`config.mk`:
```
export PLATFORM = sky130hd
export DESIGN_NAME = q15mac_top
export DESIGN_NICKNAME = d
export VERILOG_FILES = /design/src/rtl/q15mac_pkg.sv /design/src/rtl/q15mac_decode.sv /design/src/rtl/q15mac_mul.sv /design/src/rtl/q15mac_acc.sv /design/src/rtl/q15mac_top.sv
export SDC_FILE = /design/constraint.sdc
export NUM_CORES = 1
export LEC_CHECK = 0
export ABC_AREA = 1
export BUFFER_PORTS_ARGS = -buffer_cell sky130_fd_sc_hd__buf_2
export CAP_MARGIN = 20
export CORE_ASPECT_RATIO = 0.9
export CORE_MARGIN = 1
export CORE_UTILIZATION = 42
export CTS_CLUSTER_SIZE = 28
export DETAILED_ROUTE_END_ITERATION = 10
export GPL_TIMING_DRIVEN = 0
export PLACE_DENSITY_LB_ADDON = 0.05
export SYNTH_ARGS = -nofsm -noshare
export SYNTH_HDL_FRONTEND = slang
export SYNTH_SLANG_ARGS = --single-unit
```
`constraint.sdc`:
```
create_clock -name clk -period 9.9 [get_ports clk]
set_clock_uncertainty 0.1 [all_clocks]
set_input_delay 1.98 -clock clk [delete_from_list [all_inputs] [get_ports clk]]
set_output_delay 1.98 -clock clk [all_outputs]
set_load 0.02 [all_outputs]
```
`src/rtl/q15mac_pkg.sv`:
```
package q15mac_pkg;

    localparam int unsigned INSN_W  = 32;
    localparam int unsigned ACC_W   = 32;
    localparam int unsigned HALF_W  = 16;
    localparam int unsigned N_LANES = 4;
    localparam int unsigned LANE_SW = $clog2(N_LANES);
    localparam int unsigned OPND_W  = HALF_W * N_LANES;

    // instruction field positions
    localparam int unsigned MAJ_LSB  = 26;
    localparam int unsigned ZERO_LSB = 11;
    localparam int unsigned SUB_LSB  = 8;
    localparam int unsigned LANE_LSB = 6;

    localparam logic [5:0] MAJ_CODE  = 6'b011100;
    localparam logic [5:0] FUNC_CODE = 6'b010010;
    localparam logic [2:0] SUB_PLAIN = 3'b100;
    localparam logic [2:0] SUB_SAT   = 3'b000;

    typedef enum logic {
        ACC_PLAIN = 1'b0,
        ACC_SAT   = 1'b1
    } acc_mode_e;

    typedef struct packed {
        logic               fire;
        acc_mode_e          mode;
        logic [LANE_SW-1:0] lane;
    } mac_op_t;

    typedef struct packed {
        logic [ACC_W-1:0] hi;
        logic [ACC_W-1:0] lo;
    } acc_pair_t;

    typedef struct packed {
        logic [ACC_W-1:0] value;
        logic             clamped;
    } q31_prod_t;

    // most positive and most negative signed value of a given width
    function automatic logic [ACC_W:0] wide_max();
        logic [ACC_W:0] r;
        r = '0;
        r[ACC_W-2:0] = '1;
        r[ACC_W-1]   = 1'b0;
        return r;
    endfunction

    function automatic logic [ACC_W:0] wide_min();
        logic [ACC_W:0] r;
        r = '1;
        r[ACC_W-2:0] = '0;
        return r;
    endfunction

endpackage

```
`src/rtl/q15mac_decode.sv`:
```
module q15mac_decode
    import q15mac_pkg::*;
(
    input  logic              valid,
    input  logic [INSN_W-1:0] word,
    output mac_op_t           op
);
    logic [5:0]         major;
    logic [5:0]         func;
    logic [4:0]         zeros;
    logic [2:0]         sub;
    logic               shape_ok;
    logic               is_plain;
    logic               is_sat;

    always_comb begin
        major    = word[MAJ_LSB +: 6];
        func     = word[5:0];
        zeros    = word[ZERO_LSB +: 5];
        sub      = word[SUB_LSB +: 3];
        shape_ok = (major == MAJ_CODE) && (func == FUNC_CODE) && (zeros == 5'd0);
        is_plain = shape_ok && (sub == SUB_PLAIN);
        is_sat   = shape_ok && (sub == SUB_SAT);
        op.fire  = valid && (is_plain || is_sat);
        op.mode  = is_sat ? ACC_SAT : ACC_PLAIN;
        op.lane  = word[LANE_LSB +: LANE_SW];
    end
endmodule

```
`src/rtl/q15mac_mul.sv`:
```
module q15mac_mul
    import q15mac_pkg::*;
#(
    parameter int unsigned LANE_W = HALF_W,
    parameter int unsigned LANES  = N_LANES,
    localparam int unsigned SEL_W = $clog2(LANES),
    localparam int unsigned PROD_W = 2 * LANE_W
)(
    input  logic [LANE_W*LANES-1:0] src_a,
    input  logic [LANE_W-1:0]       mul_b,
    input  logic [SEL_W-1:0]        lane,
    output logic [PROD_W-1:0]       q_value,
    output logic                    q_clamped
);
    logic signed [LANE_W-1:0] lane_v [LANES];

    for (genvar g = 0; g < LANES; g++) begin : g_lane
        assign lane_v[g] = src_a[g*LANE_W +: LANE_W];
    end

    logic signed [LANE_W-1:0] sel_a;
    logic signed [LANE_W-1:0] sel_b;
    logic signed [PROD_W-1:0] raw;
    logic        [PROD_W-1:0] dbl;
    logic        [LANE_W-1:0] neg_one;
    logic        [PROD_W-1:0] pos_max;

    always_comb begin
        neg_one           = '0;
        neg_one[LANE_W-1] = 1'b1;
        pos_max           = '1;
        pos_max[PROD_W-1] = 1'b0;
        sel_a     = lane_v[lane];
        sel_b     = mul_b;
        raw       = PROD_W'(sel_a) * PROD_W'(sel_b);
        dbl       = {raw[PROD_W-2:0], 1'b0};
        q_clamped = (sel_a == neg_one) && (sel_b == neg_one);
        q_value   = q_clamped ? pos_max : dbl;
    end
endmodule

```
`src/rtl/q15mac_acc.sv`:
```
module q15mac_acc
    import q15mac_pkg::*;
(
    input  acc_mode_e  mode,
    input  acc_pair_t  cur,
    input  q31_prod_t  prod,
    output acc_pair_t  nxt
);
    logic [2*ACC_W-1:0] full_sum;
    logic [ACC_W:0]     wide;
    logic [ACC_W:0]     lim_hi;
    logic [ACC_W:0]     lim_lo;
    logic               over_pos;
    logic               over_neg;
    logic [ACC_W-1:0]   sat_lo;
    logic               flag;

    always_comb begin
        lim_hi   = wide_max();
        lim_lo   = wide_min();
        full_sum = {cur.hi, cur.lo}
                 + {{ACC_W{prod.value[ACC_W-1]}}, prod.value};
        wide     = {cur.lo[ACC_W-1], cur.lo} + {prod.value[ACC_W-1], prod.value};
        over_pos = $signed(wide) > $signed(lim_hi);
        over_neg = $signed(wide) < $signed(lim_lo);
        if (over_pos)      sat_lo = lim_hi[ACC_W-1:0];
        else if (over_neg) sat_lo = lim_lo[ACC_W-1:0];
        else               sat_lo = wide[ACC_W-1:0];
        flag = prod.clamped || over_pos || over_neg;

        if (mode == ACC_SAT) begin
            nxt.lo = sat_lo;
            nxt.hi = {cur.hi[ACC_W-1:1], cur.hi[0] | flag};
        end else begin
            nxt.hi = full_sum[2*ACC_W-1:ACC_W];
            nxt.lo = full_sum[ACC_W-1:0];
        end
    end
endmodule

```
`src/rtl/q15mac_top.sv`:
```
module q15mac_top
    import q15mac_pkg::*;
(
    input  logic              clk,
    input  logic              rst,
    input  logic              insn_valid,
    input  logic [INSN_W-1:0] insn_word,
    input  logic [OPND_W-1:0] src_a,
    input  logic [OPND_W-1:0] src_b,
    input  logic              ld_en,
    input  logic [ACC_W-1:0]  ld_hi,
    input  logic [ACC_W-1:0]  ld_lo,
    output logic [ACC_W-1:0]  acc_hi,
    output logic [ACC_W-1:0]  acc_lo
);
    mac_op_t   dec_op;
    q31_prod_t prod;
    acc_pair_t acc_q;
    acc_pair_t acc_nxt;

    logic op_fire;
    logic op_sat;
    logic prod_clamp;

    q15mac_decode i_dec (
        .valid (insn_valid),
        .word  (insn_word),
        .op    (dec_op)
    );

    q15mac_mul #(
        .LANE_W (HALF_W),
        .LANES  (N_LANES)
    ) i_mul (
        .src_a     (src_a),
        .mul_b     (src_b[HALF_W-1:0]),
        .lane      (dec_op.lane),
        .q_value   (prod.value),
        .q_clamped (prod.clamped)
    );

    q15mac_acc i_acc (
        .mode (dec_op.mode),
        .cur  (acc_q),
        .prod (prod),
        .nxt  (acc_nxt)
    );

    always_comb begin
        op_fire    = dec_op.fire;
        op_sat     = (dec_op.mode == ACC_SAT);
        prod_clamp = prod.clamped;
    end

    always_ff @(posedge clk) begin
        if (rst) begin
            acc_q <= '0;
        end else if (ld_en) begin
            acc_q.hi <= ld_hi;
            acc_q.lo <= ld_lo;
        end else if (op_fire) begin
            acc_q <= acc_nxt;
        end
    end

    assign acc_hi = acc_q.hi;
    assign acc_lo = acc_q.lo;
endmodule

```
; Word-level counts from Yosys, hierarchy flattened
; Cells that the tools add are included.
[word_totals]
inputBits = 228
elab_cells = 40
romBits = 0
reg_bits = 64
latchBits = 0
memories = 0
ramBits = 0
out_inout_bits = 64
[classes]
div = 0
mul = 1
add_sub_neg = 2
n_bitwise = 2
reduce_logical = 13
muxes = 10
n_eq_ne = 6
magnitude_cmp = 3
shift = 0
[op_table]
columns = cell, n
row1 = $mux 64, 3
row2 = $mux 32, 3
row3 = $add 64x64->64, 1
row4 = $add 32x32->33, 1
row5 = $gt 33x32->1 const B, 1
row6 = $lt 33x32->1 const B, 1
row7 = $bmux 16 s2, 1
row8 = $eq 16x16->1 const B, 2
row9 = $mux 16, 2
row10 = $mul 16x16->31, 1
row11 = $eq 6x5->1 const B, 2
row12 = $logic_and 1x1->1, 6
row13 = $logic_not 5->1, 1
row14 = $eq 3x3->1 const B, 1
row15 = $ge 3x3->1 const B, 1
row16 = $logic_not 3->1, 1
row17 = $logic_or 1x1->1, 3
row18 = $not 2->3, 1
row19 = $ne 2x2->1 const B, 1
row20 = $reduce_and 2->1, 1
row21 = $reduce_bool 2->1, 1
row22 = $mux 1, 1
row23 = $or 1x1->1, 1

; Depth between registers and ports, before layout
[depth]
word_depth = 15
mapped_depth = 48
depth_no_buf = 45

; Hierarchy
; Synthesis repeated with hierarchy kept, for this count alone.
[unflattened]
cells_unflattened = 3232
area_unflattened_um2 = 20300.7
[by_module_without_submodules]
columns = mod, cells_per_inst, n_inst, seq_area_each_um2, area_each_um2
row1 = q15mac_mul, 1476, 1, 0.0, 10894.2
row2 = q15mac_acc, 1247, 1, 0.0, 6122.1
row3 = q15mac_top, 483, 1, 1281.2, 3166.8
row4 = q15mac_decode, 26, 1, 0.0, 117.6

; Least setup slack after synthesis
; No wires, ideal clock.
[synth_timing]
path_type = in2reg
from = in insn_word[7]
to = reg acc_q (netlist bit acc_lo[12])
required_time_ns = 9.661
path_slack_ns = -0.348
n_path_buf = 3
setup_time_ns = 0.139
t_arrival_ns = 10.009
cell_stages = 44
cell_sequence = buf_2 -> inv_2 -> nand3_1 -> nand2_1 -> clkbuf_1 -> nor2_1 -> fa_1 -> inv_1 -> fa_1 -> inv_1 -> fa_1 -> inv_1 -> fa_1 -> inv_1 -> fa_1 -> inv_1 -> fa_1 -> inv_1 -> (+8 left out) -> nand3_1 -> inv_1 -> ha_1 -> inv_1 -> o21ai_0 -> a21oi_1 -> o21ai_0 -> a21oi_1 -> nand2_2 -> nand2_2 -> nand2_2 -> inv_2 -> nand3_2 -> buf_4 -> nand2_1 -> nand2_1 -> nand2_1 -> a21oi_2
[synth_between]
elab_chain_len = 14
word_cells_on_any_way = 17
classes_between = add/sub: 2 / mul: 1 / order compare: 2 / eq/ne: 1 / mux: 9 / bitwise: 1 / reduce/logical: 1
[synth_lines]
columns = element, line
row1 = from (decl), q15mac_top.sv:7  ; input logic [INSN_W-1:0] insn_word,
row2 = $not 2->3 (implied by the code) *, q15mac_mul.sv:33  ; sel_a = lane_v[lane];
row3 = $bmux 16 s2 *, q15mac_mul.sv:33
row4 = $mux 16 (implied by the code) * (2 in a row), q15mac_mul.sv:33
row5 = branches (longest 2 deep; another with $mul 16x16->31), n/a
row6 = $mux 32 *, q15mac_mul.sv:38  ; q_value = q_clamped ? pos_max : dbl;
row7 = $add 32x32->33, q15mac_acc.sv:23  ; wide = {cur.lo[ACC_W-1], cur.lo} + {prod.value[ACC_W-1], prod.value};
row8 = $lt 33x32->1, q15mac_acc.sv:25  ; over_neg = $signed(wide) < $signed(lim_lo);
row9 = $mux 32, q15mac_acc.sv:27  ; else if (over_neg) sat_lo = lim_lo[ACC_W-1:0];
row10 = $mux 32, q15mac_acc.sv:26  ; if (over_pos) sat_lo = lim_hi[ACC_W-1:0];
row11 = $mux 64 *, q15mac_acc.sv:31  ; if (mode == ACC_SAT) begin
row12 = $mux 64 *, q15mac_top.sv:61  ; end else if (op_fire) begin
row13 = $mux 64 *, q15mac_top.sv:58  ; end else if (ld_en) begin
row14 = to (signal assigned), q15mac_top.sv:62  ; acc_q <= acc_nxt;
row15 = to (decl), q15mac_top.sv:18  ; acc_pair_t acc_q;
; Mark *: on every way between the ends. The select of a mux whose other input is x is not followed.
; A chain may end at the register's enable or synchronous reset.

; Worst setup path in the final report
[layout_timing]
from = in insn_word[7]
to = reg acc_q (netlist bit acc_hi[2])
[layout_between]
elab_chain_len = 11
word_cells_on_any_way = 12
classes_between = add/sub: 1 / mul: 1 / eq/ne: 1 / mux: 7 / bitwise: 1 / reduce/logical: 1
[layout_lines]
columns = element, line
row1 = $not 2->3 (implied by the code) *, q15mac_mul.sv:33
row2 = $bmux 16 s2 *, q15mac_mul.sv:33
row3 = $mux 16 (implied by the code) * (2 in a row), q15mac_mul.sv:33
row4 = branches (longest 2 deep; another with $mul 16x16->31), n/a
row5 = $mux 32 *, q15mac_mul.sv:38
row6 = $add 64x64->64 *, q15mac_acc.sv:22  ; + {{ACC_W{prod.value[ACC_W-1]}}, prod.value};
row7 = $mux 64 *, q15mac_acc.sv:31
row8 = $mux 64 *, q15mac_top.sv:61
row9 = $mux 64 *, q15mac_top.sv:58
; Marks and branches as above.

==> flow_results.xml <==
<?xml version="1.0" encoding="UTF-8"?>
<metrics>
  <group name="synthesis">
    <metric name="ys_async_sr_fraction" unit="%">0</metric>
    <metric name="synth.ff_latch_count" unit="">64</metric>
    <metric name="synthesis.nets" unit="">3291</metric>
    <metric name="synthFlopType" unit="">sky130_fd_sc_hd__dfxtp_1</metric>
    <metric name="postSynthAreaPerCell" unit="sq um">6.81</metric>
    <metric name="synthDominantAreaCellType" unit="">sky130_fd_sc_hd__fa_1</metric>
    <metric name="ys.warnings.count" unit="">0</metric>
    <metric name="synth-seq-area-share" unit="%">7.07</metric>
    <metric name="yosysTopAreaCellShare" unit="%">28.4</metric>
    <metric name="yosys.cell_types.count" unit="">49</metric>
    <metric name="syn-cell-area" unit="sq um">18100</metric>
    <metric name="post_synth_main_area_contributors" unit="">sky130_fd_sc_hd__fa_1 (28%), sky130_fd_sc_hd__nand2_1 (12%), sky130_fd_sc_hd__inv_1 (11%)</metric>
    <metric name="synth_cells" unit="">2661</metric>
    <metric name="synth-edff-count" unit="">0</metric>
  </group>
  <group name="layout">
    <metric name="syn2layout_area_growth" unit="%">30.3</metric>
    <metric name="fillers" unit="">4192</metric>
    <metric name="finalNetCount" unit="">3659</metric>
    <metric name="total_non_filler_cell_area_in_the_finished_layout" unit="sq um">23600</metric>
    <metric name="drive_above_1_share" unit="%">27.8</metric>
  </group>
  <group name="global_route">
    <metric name="number_of_antenna_violations_at_the_first_check_in_global_routing" unit="">2</metric>
    <metric name="first_pass_grt_wire_length" unit="um">106000</metric>
    <metric name="overflow" unit="">0</metric>
    <metric name="grt_usage" unit="%">31.6</metric>
    <metric name="first_global_vias" unit="">18800</metric>
    <metric name="largest_net_degree_at_the_start_of_global_routing" unit="">17</metric>
  </group>
  <group name="worst_setup_path">
    <metric name="timing.critical_path.slowest_stage_cell" unit="">sky130_fd_sc_hd__fa_1</metric>
    <metric name="cp-start-kind" unit="">primary input</metric>
    <metric name="cp_max_fo" unit="">10</metric>
    <metric name="cpPeakStageDelay" unit="ns">0.55</metric>
    <metric name="criticalPathCategory" unit="">primary input to flip-flop</metric>
    <metric name="worst-endpoint-arrival" unit="ns">9.94</metric>
    <metric name="required_time_of_the_critical_path" unit="ns">10.03</metric>
    <metric name="endpoint_kind" unit="">flip-flop</metric>
  </group>
  <group name="clock_tree">
    <metric name="clock_sinks" unit="">64</metric>
    <metric name="clock_insertion_delay_worst_skew" unit="ns">0.36</metric>
    <metric name="tritoncts.num_buffers" unit="">9</metric>
    <metric name="cts_root_buf" unit="">sky130_fd_sc_hd__clkbuf_16</metric>
    <metric name="tritoncts" unit="">done</metric>
    <metric name="cts-htree-levels" unit="">3</metric>
    <metric name="cts.clk_slew.worst_paths" unit="ns">0.05</metric>
    <metric name="bufs_on_longest_clock_path" unit="">2</metric>
  </group>
  <group name="routing">
    <metric name="drt_drc_violations_left" unit="">0</metric>
    <metric name="number_of_vias_in_the_routed_layout" unit="">19100</metric>
    <metric name="number_of_optimization_iterations_in_the_first_detailed_route_pass" unit="">6</metric>
    <metric name="initialDrtViolationCount" unit="">1561</metric>
    <metric name="wire_per_inst" unit="um">19.5</metric>
    <metric name="routed_wl" unit="um">69900</metric>
    <metric name="ant_nets" unit="">0</metric>
    <metric name="routed_via_density" unit="">5.34</metric>
  </group>
  <group name="die">
    <metric name="die_w" unit="um">221</metric>
    <metric name="floorplan.initialDensity" unit="%">43.0</metric>
    <metric name="die_h" unit="um">199</metric>
    <metric name="rows" unit="">71</metric>
    <metric name="io-pin-count" unit="">292</metric>
    <metric name="placeableCoreArea" unit="sq um">42200</metric>
    <metric name="total_die_area" unit="sq um">44000</metric>
  </group>
  <group name="placement">
    <metric name="place_hpwl" unit="um">57500</metric>
    <metric name="gpl_wtd_cong" unit="">0.973</metric>
    <metric name="io_buffer_count" unit="">225</metric>
    <metric name="detailed_place.area" unit="sq um">20000</metric>
    <metric name="pre_cts_slack" unit="ns">-2.33</metric>
  </group>
  <group name="sta">
    <metric name="worst-slew-pin-transition" unit="ns">1.14</metric>
    <metric name="finalCriticalPeriod" unit="ns">9.81</metric>
    <metric name="post-route-worst-setup-slack" unit="ns">0.0922</metric>
    <metric name="slew-limit-headroom" unit="%">24.3</metric>
    <metric name="setup_viol" unit="">0</metric>
    <metric name="final_max_slew_viol_count" unit="">0</metric>
    <metric name="post-route-period-util" unit="%">99.1</metric>
    <metric name="fmaxAchievable" unit="MHz">102</metric>
    <metric name="hold_violations" unit="">0</metric>
    <metric name="rsz_0062_raised_after_global_routing" unit="">true</metric>
  </group>
  <group name="run">
    <metric name="max_cap_viol" unit="">0</metric>
  </group>
  <group name="hold_path">
    <metric name="hold_class" unit="">flip-flop to flip-flop</metric>
  </group>
  <group name="status">
    <metric name="outcome" unit="">finished clean</metric>
  </group>
</metrics>
cell usage in the layout (no fill, tap or decap), types with 10 or more instances in the layout:
| master | netlist | routed |
|---|---|---|
| sky130_fd_sc_hd__or2_2 | 25 | 24 |
| sky130_fd_sc_hd__ha_1 | 145 | 88 |
| sky130_fd_sc_hd__inv_4 | 1 | 10 |
| sky130_fd_sc_hd__nand2_1 | 564 | 493 |
| sky130_fd_sc_hd__buf_4 | 5 | 120 |
| sky130_fd_sc_hd__clkbuf_1 | 41 | 29 |
| sky130_fd_sc_hd__inv_1 | 551 | 508 |
| sky130_fd_sc_hd__nand4_1 | 21 | 21 |
| sky130_fd_sc_hd__buf_2 | 18 | 234 |
| sky130_fd_sc_hd__nor2_4 | 1 | 22 |
| sky130_fd_sc_hd__nor2_2 | 4 | 35 |
| sky130_fd_sc_hd__nor2_1 | 300 | 248 |
| sky130_fd_sc_hd__nand2_2 | 15 | 65 |
| sky130_fd_sc_hd__o21ai_1 | 9 | 23 |
| sky130_fd_sc_hd__o21ai_2 | 3 | 23 |
| sky130_fd_sc_hd__ha_4 | 0 | 46 |
| sky130_fd_sc_hd__nand2_4 | 4 | 25 |
| sky130_fd_sc_hd__nor3_1 | 20 | 13 |
| sky130_fd_sc_hd__ha_2 | 0 | 11 |
| sky130_fd_sc_hd__inv_2 | 10 | 30 |
| sky130_fd_sc_hd__o21ai_0 | 95 | 59 |
| sky130_fd_sc_hd__a21oi_1 | 166 | 124 |
| sky130_fd_sc_hd__a21oi_4 | 0 | 17 |
| sky130_fd_sc_hd__nand3_1 | 128 | 115 |
| sky130_fd_sc_hd__clkinvlp_4 | 0 | 13 |
| sky130_fd_sc_hd__clkbuf_16 | 0 | 13 |
| sky130_fd_sc_hd__a22o_1 | 22 | 22 |
| sky130_fd_sc_hd__buf_6 | 4 | 16 |
| sky130_fd_sc_hd__a21o_1 | 17 | 17 |
| sky130_fd_sc_hd__a21oi_2 | 10 | 35 |
| sky130_fd_sc_hd__o221ai_1 | 16 | 16 |
| sky130_fd_sc_hd__fa_1 | 257 | 250 |
| sky130_fd_sc_hd__xor2_1 | 28 | 28 |
| sky130_fd_sc_hd__a31oi_1 | 34 | 24 |
| sky130_fd_sc_hd__dfxtp_1 | 64 | 64 |
critical path: cells and delay by family:
family	cells	cell delay, ns
simple gates	8	1.34
compound gates	13	2.05
buf+inv	10	0.89
fa+ha+maj	8	3.61
cells by family (layout without fill, tap and decap cells):
| family | after synthesis | count (layout) | share of synthesized area (%) |
|---|---|---|---|
| adders and majority gates | 402 | 402 | 38.4 |
| and+or+nand+nor | 1118 | 1118 | 26.0 |
| other | 0 | 2 | 0 |
| AOI/OAI and AO/OA | 405 | 405 | 13.2 |
| xor gates and xnor gates | 38 | 38 | 1.84 |
| DFF | 64 | 64 | 7.07 |
| buffers and inverters | 634 | 1007 | 13.5 |
state kept, by name, indices dropped and copies added, names as in the netlist:
register  count
acc_lo       32
acc_hi       32
stage by stage:
stage / hold slack (ns) / setup TNS (ns) / utilization [%] / std cells
6_report: 0.406 / 0 / 56.0 / 3583
5_1_grt: 0.438 / -4.83 / 56.0 / 3583
4_1_cts: 0.406 / -0.0458 / 51.0 / 3503
3_5_place_dp: 0.397 / -134.37 / 47.4 / 3433
3_3_place_gp: 0.394 / -131.00 / 47.4 / 3433
2_1_floorplan: 0.472 / 0 / - / 2661
cell usage after synthesis (2+ instances only):
cell type,count
sky130_fd_sc_hd__a211oi_1,3
sky130_fd_sc_hd__a21boi_0,3
sky130_fd_sc_hd__a21boi_1,2
sky130_fd_sc_hd__a21o_1,17
sky130_fd_sc_hd__a21oi_1,166
sky130_fd_sc_hd__a21oi_2,10
sky130_fd_sc_hd__a22o_1,22
sky130_fd_sc_hd__a31oi_1,34
sky130_fd_sc_hd__and2_1,5
sky130_fd_sc_hd__buf_2,18
sky130_fd_sc_hd__buf_4,5
sky130_fd_sc_hd__buf_6,4
sky130_fd_sc_hd__clkbuf_1,41
sky130_fd_sc_hd__clkinv_1,4
sky130_fd_sc_hd__dfxtp_1,64
sky130_fd_sc_hd__fa_1,257
sky130_fd_sc_hd__ha_1,145
sky130_fd_sc_hd__inv_1,551
sky130_fd_sc_hd__inv_2,10
sky130_fd_sc_hd__nand2_1,564
sky130_fd_sc_hd__nand2_2,15
sky130_fd_sc_hd__nand2_4,4
sky130_fd_sc_hd__nand3_1,128
sky130_fd_sc_hd__nand3_2,5
sky130_fd_sc_hd__nand3b_1,9
sky130_fd_sc_hd__nand4_1,21
sky130_fd_sc_hd__nor2_1,300
sky130_fd_sc_hd__nor2_2,4
sky130_fd_sc_hd__nor3_1,20
sky130_fd_sc_hd__nor3_2,2
sky130_fd_sc_hd__nor4_1,10
sky130_fd_sc_hd__o211ai_1,5
sky130_fd_sc_hd__o21a_1,6
sky130_fd_sc_hd__o21ai_0,95
sky130_fd_sc_hd__o21ai_1,9
sky130_fd_sc_hd__o21ai_2,3
sky130_fd_sc_hd__o21bai_1,13
sky130_fd_sc_hd__o221ai_1,16
sky130_fd_sc_hd__or2_2,25
sky130_fd_sc_hd__xnor2_1,10
sky130_fd_sc_hd__xor2_1,28
final cells by class:
type	count	area, sq um	area share (%)
sequential	64	1280	5.42
inverter	566	2220	9.41
timing repair inverter	1	7.51	0.0318
antenna	2	5.00	0.0212
tap	547	684	2.90
multi-input combinational	1963	16300	69.1
clock inverter	2	37.5	0.159
timing repair buffer	361	2360	9.99
buffer	63	438	1.85
clock buffer	14	264	1.12
metal layers:
metal | up-vias | global-route usage (%) | routed length, um | part of all wire (%)
li1 | 9037 | - | - | -
met1 | 9351 | 45.5 | 32100 | 46
met2 | 679 | 49.9 | 30900 | 44
met3 | 81 | 5.34 | 5460 | 7.8
met4 | 0 | 6.45 | 1460 | 2.1
met5 | - | 0 | 0 | 0
repair_timing:
action                                  4_1_cts  5_1_grt
gates resized for setup                     214      360
endpoints found under the setup margin       64       64
gates cloned                                  3        4
setup buffers                                56       74
pin swaps                                    41      152
endpoints found under the hold margin         0        0
hold buffers                                  0        0
path summary, 6_finish.rpt:
kind                                    from          to  slack (ns)  depth (start not counted)
worst max-delay path            insn_word[7]   acc_hi[2]        0.09                         39
worst min-delay path               acc_lo[2]   acc_lo[2]        0.41                          2
worst max register to register     acc_lo[0]  acc_lo[28]        6.91                         19
worst min register to register     acc_lo[2]   acc_lo[2]        0.41                          2
Power is not shown: default switching activity piles up to over one toggle a cycle in this logic, so the estimate is an artifact.
